## src/rtl/rowdec_pkg.sv

```systemverilog
package rowdec_pkg;
    localparam int DEF_ROWS       = 4;
    localparam int DEF_ADDR_W     = 32;
    localparam int DEF_GRAN_SHIFT = 24;
endpackage

```

## src/rtl/rowdec_bound_regs.sv

```systemverilog
module rowdec_bound_regs #(
    parameter int NUM_ROWS = 4,
    parameter int BOUND_W  = 8,
    parameter int IDX_W    = 2
) (
    input  logic                              clk,
    input  logic                              rst,
    input  logic                              wr_en,
    input  logic [IDX_W-1:0]                  wr_sel,
    input  logic [BOUND_W-1:0]                wr_data,
    output logic [NUM_ROWS-1:0][BOUND_W-1:0]  bounds_q
);
    for (genvar n = 0; n < NUM_ROWS; n++) begin : g_reg
        always_ff @(posedge clk) begin
            if (rst)
                bounds_q[n] <= '0;
            else if (wr_en && wr_sel == IDX_W'(n))
                bounds_q[n] <= wr_data;
        end
    end
endmodule

```

## src/rtl/rowdec_row_match.sv

```systemverilog
module rowdec_row_match #(
    parameter int BOUND_W = 8
) (
    input  logic [BOUND_W-1:0] base,
    input  logic [BOUND_W-1:0] limit,
    input  logic [BOUND_W-1:0] addr_hi,
    output logic               hit
);
    always_comb begin
        hit = (addr_hi >= base) && (addr_hi < limit);
    end
endmodule

```

## src/rtl/rowdec_first_hit.sv

```systemverilog
module rowdec_first_hit #(
    parameter int NUM_ROWS = 4,
    parameter int IDX_W    = 2
) (
    input  logic [NUM_ROWS-1:0] hits,
    output logic [NUM_ROWS-1:0] cs,
    output logic [IDX_W-1:0]    idx,
    output logic                none
);
    always_comb begin
        cs  = '0;
        idx = '0;
        for (int n = NUM_ROWS - 1; n >= 0; n--) begin
            if (hits[n]) begin
                cs     = '0;
                cs[n]  = 1'b1;
                idx    = IDX_W'(n);
            end
        end
        none = ~|hits;
    end
endmodule

```

## src/rtl/row_boundary_decoder.sv

```systemverilog
module row_boundary_decoder
    import rowdec_pkg::*;
#(
    parameter int NUM_ROWS   = DEF_ROWS,
    parameter int ADDR_W     = DEF_ADDR_W,
    parameter int GRAN_SHIFT = DEF_GRAN_SHIFT,
    localparam int BOUND_W   = ADDR_W - GRAN_SHIFT,
    localparam int IDX_W     = $clog2(NUM_ROWS)
) (
    input  logic                clk,
    input  logic                rst,
    input  logic                bnd_wr_en,
    input  logic [IDX_W-1:0]    bnd_wr_sel,
    input  logic [BOUND_W-1:0]  bnd_wr_data,
    input  logic [ADDR_W-1:0]   req_addr,
    output logic [NUM_ROWS-1:0] row_cs,
    output logic [IDX_W-1:0]    row_idx,
    output logic                addr_miss
);
    logic [NUM_ROWS-1:0][BOUND_W-1:0] bounds_q;
    logic [NUM_ROWS-1:0]              row_hit;
    logic [BOUND_W-1:0]               addr_hi;
    logic                             addr_lo_unused;

    assign addr_hi        = req_addr[ADDR_W-1:GRAN_SHIFT];
    assign addr_lo_unused = ^req_addr[GRAN_SHIFT-1:0];

    rowdec_bound_regs #(
        .NUM_ROWS (NUM_ROWS),
        .BOUND_W  (BOUND_W),
        .IDX_W    (IDX_W)
    ) u_regs (
        .clk      (clk),
        .rst      (rst),
        .wr_en    (bnd_wr_en),
        .wr_sel   (bnd_wr_sel),
        .wr_data  (bnd_wr_data),
        .bounds_q (bounds_q)
    );

    for (genvar n = 0; n < NUM_ROWS; n++) begin : g_row
        logic [BOUND_W-1:0] row_base;
        if (n == 0) begin : g_first
            assign row_base = '0;
        end else begin : g_next
            assign row_base = bounds_q[n-1];
        end
        rowdec_row_match #(
            .BOUND_W (BOUND_W)
        ) u_match (
            .base    (row_base),
            .limit   (bounds_q[n]),
            .addr_hi (addr_hi),
            .hit     (row_hit[n])
        );
    end

    rowdec_first_hit #(
        .NUM_ROWS (NUM_ROWS),
        .IDX_W    (IDX_W)
    ) u_pick (
        .hits (row_hit),
        .cs   (row_cs),
        .idx  (row_idx),
        .none (addr_miss)
    );
endmodule

```

## config.mk

```make
export PLATFORM = sky130hd
export DESIGN_NAME = row_boundary_decoder
export DESIGN_NICKNAME = d
export VERILOG_FILES = /design/src/rtl/rowdec_pkg.sv /design/src/rtl/rowdec_bound_regs.sv /design/src/rtl/rowdec_row_match.sv /design/src/rtl/rowdec_first_hit.sv /design/src/rtl/row_boundary_decoder.sv
export SDC_FILE = /design/constraint.sdc
export NUM_CORES = 1
export LEC_CHECK = 0
export ABC_CLOCK_PERIOD_IN_PS = 1800
export CORE_MARGIN = 2
export CORE_UTILIZATION = 65
export CTS_BUF_LIST = sky130_fd_sc_hd__clkbuf_8
export DETAILED_ROUTE_END_ITERATION = 10
export DONT_BUFFER_PORTS = 1
export PLACE_DENSITY = 0.93
export SLEW_MARGIN = 20
export SYNTH_ARGS = -nofsm -noshare
export SYNTH_HDL_FRONTEND = slang
export SYNTH_SLANG_ARGS = --single-unit
export TNS_END_PERCENT = 50
```

## constraint.sdc

```tcl
create_clock -name clk -period 1.8 [get_ports clk]
set_input_delay 0.09 -clock clk [delete_from_list [all_inputs] [get_ports clk]]
set_output_delay 0.09 -clock clk [all_outputs]
set_load 0.02 [all_outputs]
```

==> flow_metrics.py, run 1 <==
metrics = {
    "sta": {
        "finalClockSkew_ns": 0,
        "finalCriticalPeriod_ns": 2.174,
        "worst_hold_slack_ns": 0.03072,
        "slew_headroom_pct": 56.94,
        "setup_viol": 7,
        "rsz0062_at_grt": "true",
        "hold_viol": 0,
        "finalWorstSetupSlack_ns": -0.3739,
        "finalCritPeriodShare_pct": 120.8,
        "report.final.slew_viol_count": 0,
        "setup_tns_ns": -1.963,
        "worst_pin_slew_ns": 0.6440,
        "fmax_ghz": 0.4600,
    },
    "die": {
        "num_rows": 20,
        "io_pins": 52,
        "die-area_sq_um": 3538,
        "start_util_pct": 67.18,
        "die_w_um": 59.48,
        "fp.coreArea_sq_um": 2978,
        "fp.dieH_um": 59.48,
    },
    "logic_synthesis": {
        "yosysSeqAreaShare_pct": 32.02,
        "ys_warn_count": 0,
        "synthCells": 227,
        "yosysMostFrequentCell": "nor2_1",
        "ys_seq_elements": 32,
        "syn_area_sq_um": 2001,
        "synth_top_area_share_pct": 32.02,
        "async_flop_share_pct": 0,
        "synth-edff-count": 0,
        "synth_common_cells": "42 x nor2_1, 32 x dfxtp_1, 31 x ha_1",
        "synth-main-ff-cell": "dfxtp_1",
        "synthTopCellsByArea": "dfxtp_1 32%, ha_1 19%, mux2i_1 13%",
        "yosysUniqueCellTypes": 32,
        "avgSynthCellArea_sq_um": 8.814,
        "synth.net_count": 303,
        "yosysTopAreaCell": "dfxtp_1",
    },
    "clocking": {
        "insertion_delay_ns": 0.27,
        "htreeDepth": 2,
        "cts.sinks": 32,
        "clk_path_buf_depth": 2,
        "cts_root_buf": "clkbuf_8",
        "cts_buffers": 5,
        "cts_tree": "done",
        "clkSlewWorstSetupHoldPaths_ns": 0.06,
    },
    "detailed_routing": {
        "viasPerCell": 5.967,
        "first_iter_violations": 89,
        "drc": 0,
        "num_vias": 1623,
        "wl_per_cell_um": 17.44,
        "antenna_left": 0,
        "drt-total-wl_um": 4745,
        "dr.pass1.iters": 4,
    },
    "worst_setup_path": {
        "critPathRequiredTime_ns": 1.71,
        "crit_type": "reg -> out",
        "cp-start-kind": "flip-flop",
        "crit_arrival_ns": 2.08,
        "end_kind": "output pin",
        "worst-path-max-fanout": 2,
    },
    "run_status": {
        "status": "complete, but fails checks",
        "violations": "negative setup slack",
    },
    "placed_design": {
        "placed_cell_area_sq_um": 2026,
        "dp_hpwl_um": 3042,
        "numPortBuffers": 0,
        "pre_cts_ws_ns": -0.1124,
        "dp.cells": 255,
        "place.gp.congestion": 0.7909,
    },
    "finish": {
        "stdcell_count": 272,
        "post-route-util_pct": 78.24,
        "largestRegisters": "u_regs.bounds_q: 32 flops",
        "fill_cells": 185,
        "stdcell_area_sq_um": 2330,
        "drive_gt1_share_pct": 20.92,
        "final_nets": 314,
        "largest-register": "u_regs.bounds_q",
        "area_growth_pct": 16.45,
        "diodes": 0,
        "largest_register_ffs": 32,
    },
    "pwr": {
        "p_leak_nw": 1.063,
        "vdd_ir_drop_max_v": 0.0006786,
        "total_power_mw": 1.662,
        "powerDensity_nw_per_um2": 713.3,
    },
    "global_routing": {
        "gr-total-overflow": 0,
        "grt_max_degree": 33,
        "grt_usage_pct": 27.53,
        "grt_pass1_vias": 1513,
        "grt_antenna_before_repair": 0,
        "grt_pass1_wl_um": 7065,
    },
    "flow_run": {
        "cap_viol_max_count": 0,
    },
    "min_path": {
        "hp-class": "in -> reg",
    },
}
==> report_power, final <==
part | internal [mW] | switching (mW) | total (mW)
combinational | 0.163 | 0.205 | 0.369
clock | 0.300 | 0.247 | 0.547
sequential | 0.734 | 0.0123 | 0.746
==> routing by layer <==
layer,vias up,track usage (%),wire [um]
li1,789,-,-
met1,763,35.72,2077
met2,59,45.68,2272
met3,12,6.769,289
met4,0,6.818,106
met5,-,0,0
==> worst max-delay path: stages (launching register included) <==
cell      delay, ns
dfxtp_2        0.33
inv_1          0.04
ha_1           0.19
a211oi_2       0.23
o21ai_1        0.13
a221oi_2       0.32
o21ai_1        0.16
nor2b_2        0.20
and2_4         0.19
==> area by class of cell <==
cell class                      count  area [sq um]  share of cell area (%)
Sequential cell                    32         649.4                   27.87
Timing Repair Buffer               11         100.1                   4.296
Clock inverter                      2         7.507                  0.3222
Inverter                           30         112.6                   4.834
Multi-Input combinational cell    158          1336                   57.36
Clock buffer                        6         82.58                   3.545
Tap cell                           33         41.29                   1.772
==> final timing paths <==
path	startpoint	end	slack, ns	depth (start not counted)
setup reg to reg	u_regs.bounds_q[2]$_SDFFE_PP0P_	u_regs.bounds_q[2]$_SDFFE_PP0P_	0.94	4
setup / recovery	u_regs.bounds_q[26]$_SDFFE_PP0P_	addr_miss	-0.37	8
hold reg to reg	u_regs.bounds_q[25]$_SDFFE_PP0P_	u_regs.bounds_q[25]$_SDFFE_PP0P_	0.48	2
hold / removal	bnd_wr_data[6]	u_regs.bounds_q[30]$_SDFFE_PP0P_	0.03	2
==> placed cells by master, fill, tap and decap left out, drive strengths merged <==
cell type / instances
and2: 4
nand3b: 2
o21ai: 3
ha: 31
dlygate4sd3: 8
clkbuf: 6
inv: 32
a21o: 2
nand2: 5
a31o: 1
o211ai: 4
nor2: 42
nor3b: 2
nand4: 4
o2111ai: 1
nand3: 1
and2b: 1
nor2b: 5
dfxtp: 32
a21oi: 17
o2111a: 1
buf: 3
a221oi: 2
a21boi: 1
mux2i: 25
o21a: 1
a31oi: 1
a211oi: 2
==> timing repair <==
action | 4_1_cts | 5_1_grt
setup endpoints to repair | 7 | 7
hold endpoints to repair | 32 | 0
setup buffers | 0 | 0
gates resized for setup | 31 | 7
pin swaps | 11 | 3
gates cloned | 0 | 0
hold buffers | 9 | 0
==> cell families after synthesis <==
family	after synthesis	synth area share [%]
simple gates	66	15.26
buf+inv	37	7.317
compound gates	36	13.51
flops	32	32.02
fa+ha+maj	31	19.39
mux	25	12.51
Note: power is estimated with default switching activity, not from simulation.
==> run 2, diff against run 1 <==
Settings changed: ABC_AREA set to 1, GPL_TIMING_DRIVEN set to 0.
==> run 2 against run 1 <==
Against the previous run:
- the run ends with negative hold slack, negative setup slack left
- critical path depth unchanged
- cell count up 25%
- sequential power up 2.8%
- clock skew unchanged
- fmax down 0.15%
- global-route usage up 18 points
- combinational power up 76%
- sequential share of layout area down 4.1 points
- worst setup slack worse by 0.0033 ns
- flip-flop and latch count unchanged
- critical path type unchanged
==> flow_metrics.py, run 2 <==
metrics = {
    "run_status": {
        "status": "complete, but fails checks",
        "violations": "negative hold slack, negative setup slack",
    },
    "detailed_routing": {
        "antenna_left": 0,
        "num_vias": 2408,
        "first_iter_violations": 395,
        "dr.pass1.iters": 9,
        "drc": 0,
        "wl_per_cell_um": 26.49,
        "viasPerCell": 7.082,
        "drt-total-wl_um": 9008,
    },
    "sta": {
        "finalCriticalPeriod_ns": 2.177,
        "worst_hold_slack_ns": -0.03968,
        "worst_pin_slew_ns": 0.6849,
        "fmax_ghz": 0.4593,
        "finalCritPeriodShare_pct": 121.0,
        "slew_headroom_pct": 54.34,
        "hold_viol": 1,
        "setup_viol": 6,
        "report.final.slew_viol_count": 0,
        "finalClockSkew_ns": 0,
        "rsz0062_at_grt": "true",
        "finalWorstSetupSlack_ns": -0.3772,
    },
    "placed_design": {
        "dp_hpwl_um": 3356,
        "pre_cts_ws_ns": -0.1551,
        "place.gp.congestion": 0.8173,
        "placed_cell_area_sq_um": 2091,
        "numPortBuffers": 0,
    },
    "worst_setup_path": {
        "startpoint": "u_regs.bounds_q[15]$_SDFFE_PP0P_",
        "path_cells": "inv_1 > ha_4 > nand2_2 > nor2_1 > nand4_1 > nand3_2 > nand2_4 > a21oi_4",
        "worst-path-max-fanout": 3,
        "cp_slowest_cell": "dfxtp_1",
        "crit_type": "reg -> out",
        "critPathRequiredTime_ns": 1.71,
        "reg2reg_to": "u_regs.bounds_q[4]$_SDFFE_PP0P_",
        "reg2reg_from": "u_regs.bounds_q[4]$_SDFFE_PP0P_",
        "cpPeakStageDelay_ns": 0.32,
        "crit_arrival_ns": 2.09,
        "end_kind": "output pin",
        "ff2ff_setup_slack_ns": 0.35,
        "cp-start-kind": "flip-flop",
        "ff2ff_path_depth": 3,
    },
    "logic_synthesis": {
        "yosysSeqAreaShare_pct": 31.47,
        "yosysMostFrequentCell": "inv_1",
        "synth-edff-count": 0,
        "synthCells": 269,
        "yosysTopAreaCell": "dfxtp_1",
        "syn_area_sq_um": 2036,
        "async_flop_share_pct": 0,
        "synth_common_cells": "54 x inv_1, 44 x nand2_1, 38 x nor2_1",
        "synth-main-ff-cell": "dfxtp_1",
        "yosysUniqueCellTypes": 23,
        "synth.net_count": 345,
        "avgSynthCellArea_sq_um": 7.568,
        "ys_seq_elements": 32,
        "synthTopCellsByArea": "dfxtp_1 31%, ha_1 19%, inv_1 10%",
        "ys_warn_count": 0,
        "synth_top_area_share_pct": 31.47,
    },
    "finish": {
        "largest_register_ffs": 32,
        "diodes": 0,
        "largest-register": "u_regs.bounds_q",
        "layout_common_cells": "39 x inv_1, 32 x nor2_1, 30 x nand2_1",
        "area_growth_pct": 34.48,
        "stdcell_area_sq_um": 2738,
        "drive_gt1_share_pct": 34.12,
        "layout_commonest_cell": "inv_1",
        "fill_cells": 109,
        "largestRegisters": "u_regs.bounds_q: 32 flops",
        "final_nets": 371,
    },
    "clocking": {
        "cts.sinks": 32,
        "cts_buffers": 5,
        "clkSlewWorstSetupHoldPaths_ns": 0.08,
        "htreeDepth": 2,
        "clk_path_buf_depth": 2,
        "cts_tree": "done",
        "insertion_delay_ns": 0.31,
        "cts_root_buf": "clkbuf_8",
    },
    "die": {
        "fp.dieH_um": 59.96,
        "fp.coreArea_sq_um": 3028,
        "start_util_pct": 67.23,
        "io_pins": 52,
        "die_w_um": 59.96,
        "die-area_sq_um": 3595,
        "num_rows": 20,
    },
    "pwr": {
        "powerDensity_nw_per_um2": 742.4,
        "clkPwrFrac_pct": 30.2,
        "p_int_mw": 1.291,
        "switching_share_pct": 36.46,
        "vdd_ir_drop_max_v": 0.0007705,
        "p_leak_nw": 1.130,
        "power.switching_mw": 0.7410,
        "p_seq_share_pct": 37.7,
        "comb_power_share_pct": 32.1,
    },
    "min_path": {
        "hold_depth": 2,
        "worstHoldEndpoint": "u_regs.bounds_q[23]$_SDFFE_PP0P_",
        "hp-class": "in -> reg",
        "min_from": "bnd_wr_data[7]",
    },
    "global_routing": {
        "grt_pass1_vias": 2194,
        "grt_usage_pct": 45.63,
        "grt_antenna_before_repair": 0,
        "grt_pass1_wl_um": 11430,
        "grt_max_degree": 11,
        "gr-total-overflow": 0,
    },
    "flow_run": {
        "cap_viol_max_count": 0,
    },
}
run 2: cell count changes after synthesis, sizes merged, moves of 5 or more:
cell	delta
inv	+25
nor2b	-5
nand2	+39
a211oi	+27
mux2i	-25
run 2: worst max path at each step:
stage          cells past startpoint  slack [ns]          to
2_1_floorplan                      8        0.09   row_cs[3]
5_1_grt                            8       -0.54  row_idx[1]
4_1_cts                            9       -0.07   row_cs[3]
3_5_place_dp                       9       -0.16  row_idx[1]
3_3_place_gp                       8       -0.11   row_cs[3]
6_report                           8       -0.38  row_idx[1]
run 2: layout make-up:
type / count / area, sq um / area share (%)
clock buffers: 6 / 82.58 / 3.016
inverters: 55 / 206.4 / 7.541
repair buffers: 19 / 175.2 / 6.399
multi-input cells: 174 / 1501 / 54.84
well taps: 44 / 55.05 / 2.011
plain buffers: 8 / 57.56 / 2.102
clock inverters: 2 / 7.507 / 0.2742
flip-flops and latches: 32 / 651.9 / 23.81
run 2: kinds of logic (layout without fill, tap and decap cells):
logic type | after synthesis | after routing | synth area share, %
AND/OR/NAND/NOR | 93 | 93 | 18.50
buffers and inverters | 63 | 90 | 12.78
AO/OA/AOI/OAI | 50 | 50 | 18.19
flip-flops | 32 | 32 | 31.47
adder cells (fa/ha/maj) | 31 | 31 | 19.05
run 2: critical path, delay by kind of cell, from the launching register on:
kind,cells,cell delay (ns)
AOI/OAI and AO/OA,1,0.22
adders and majority gates,1,0.31
buffers and inverters,1,0.10
DFF,1,0.32
and+or+nand+nor,5,0.80
run 2: layer usage:
layer  vias to the layer above  global-route usage (%)  routed length (um)
met5                         -                       0                   0
met4                         0                   27.94                 959
met3                       134                   21.43                1367
met2                       287                   70.34                3784
met1                      1060                   50.60                2897
li1                        927                       -                   -
run 2: metrics by stage:
stage	TNS (ns)	util (%)	std cells	total power, mW	hold WS [ns]
floorplan	0	-	269	1.046	0.1685
global placement	-0.2157	69.05	313	1.095	0.1758
detailed placement	-0.3002	69.05	313	1.110	0.1760
CTS	-0.2124	86.65	340	1.824	0.0005346
global route	-2.797	90.41	340	2.082	-0.03135
finish	-1.876	90.41	340	2.032	-0.03968
run 2: timing repair:
item / in CTS / in global routing
hold buffers: 13 / 0
gates cloned: 0 / 0
setup endpoints to repair: 6 / 7
resized for setup: 62 / 27
pin swaps: 21 / 15
endpoints found under the hold margin: 30 / 0
setup buffers: 6 / 0
run 2: power groups by stage:
stage	combinational, mW	sequential (mW)	clock, mW
after floorplan	0.280	0.767	0
after global placement	0.327	0.767	0
after detailed placement	0.341	0.769	0
after CTS	0.500	0.757	0.567
after global routing	0.692	0.768	0.622
final	0.651	0.767	0.614
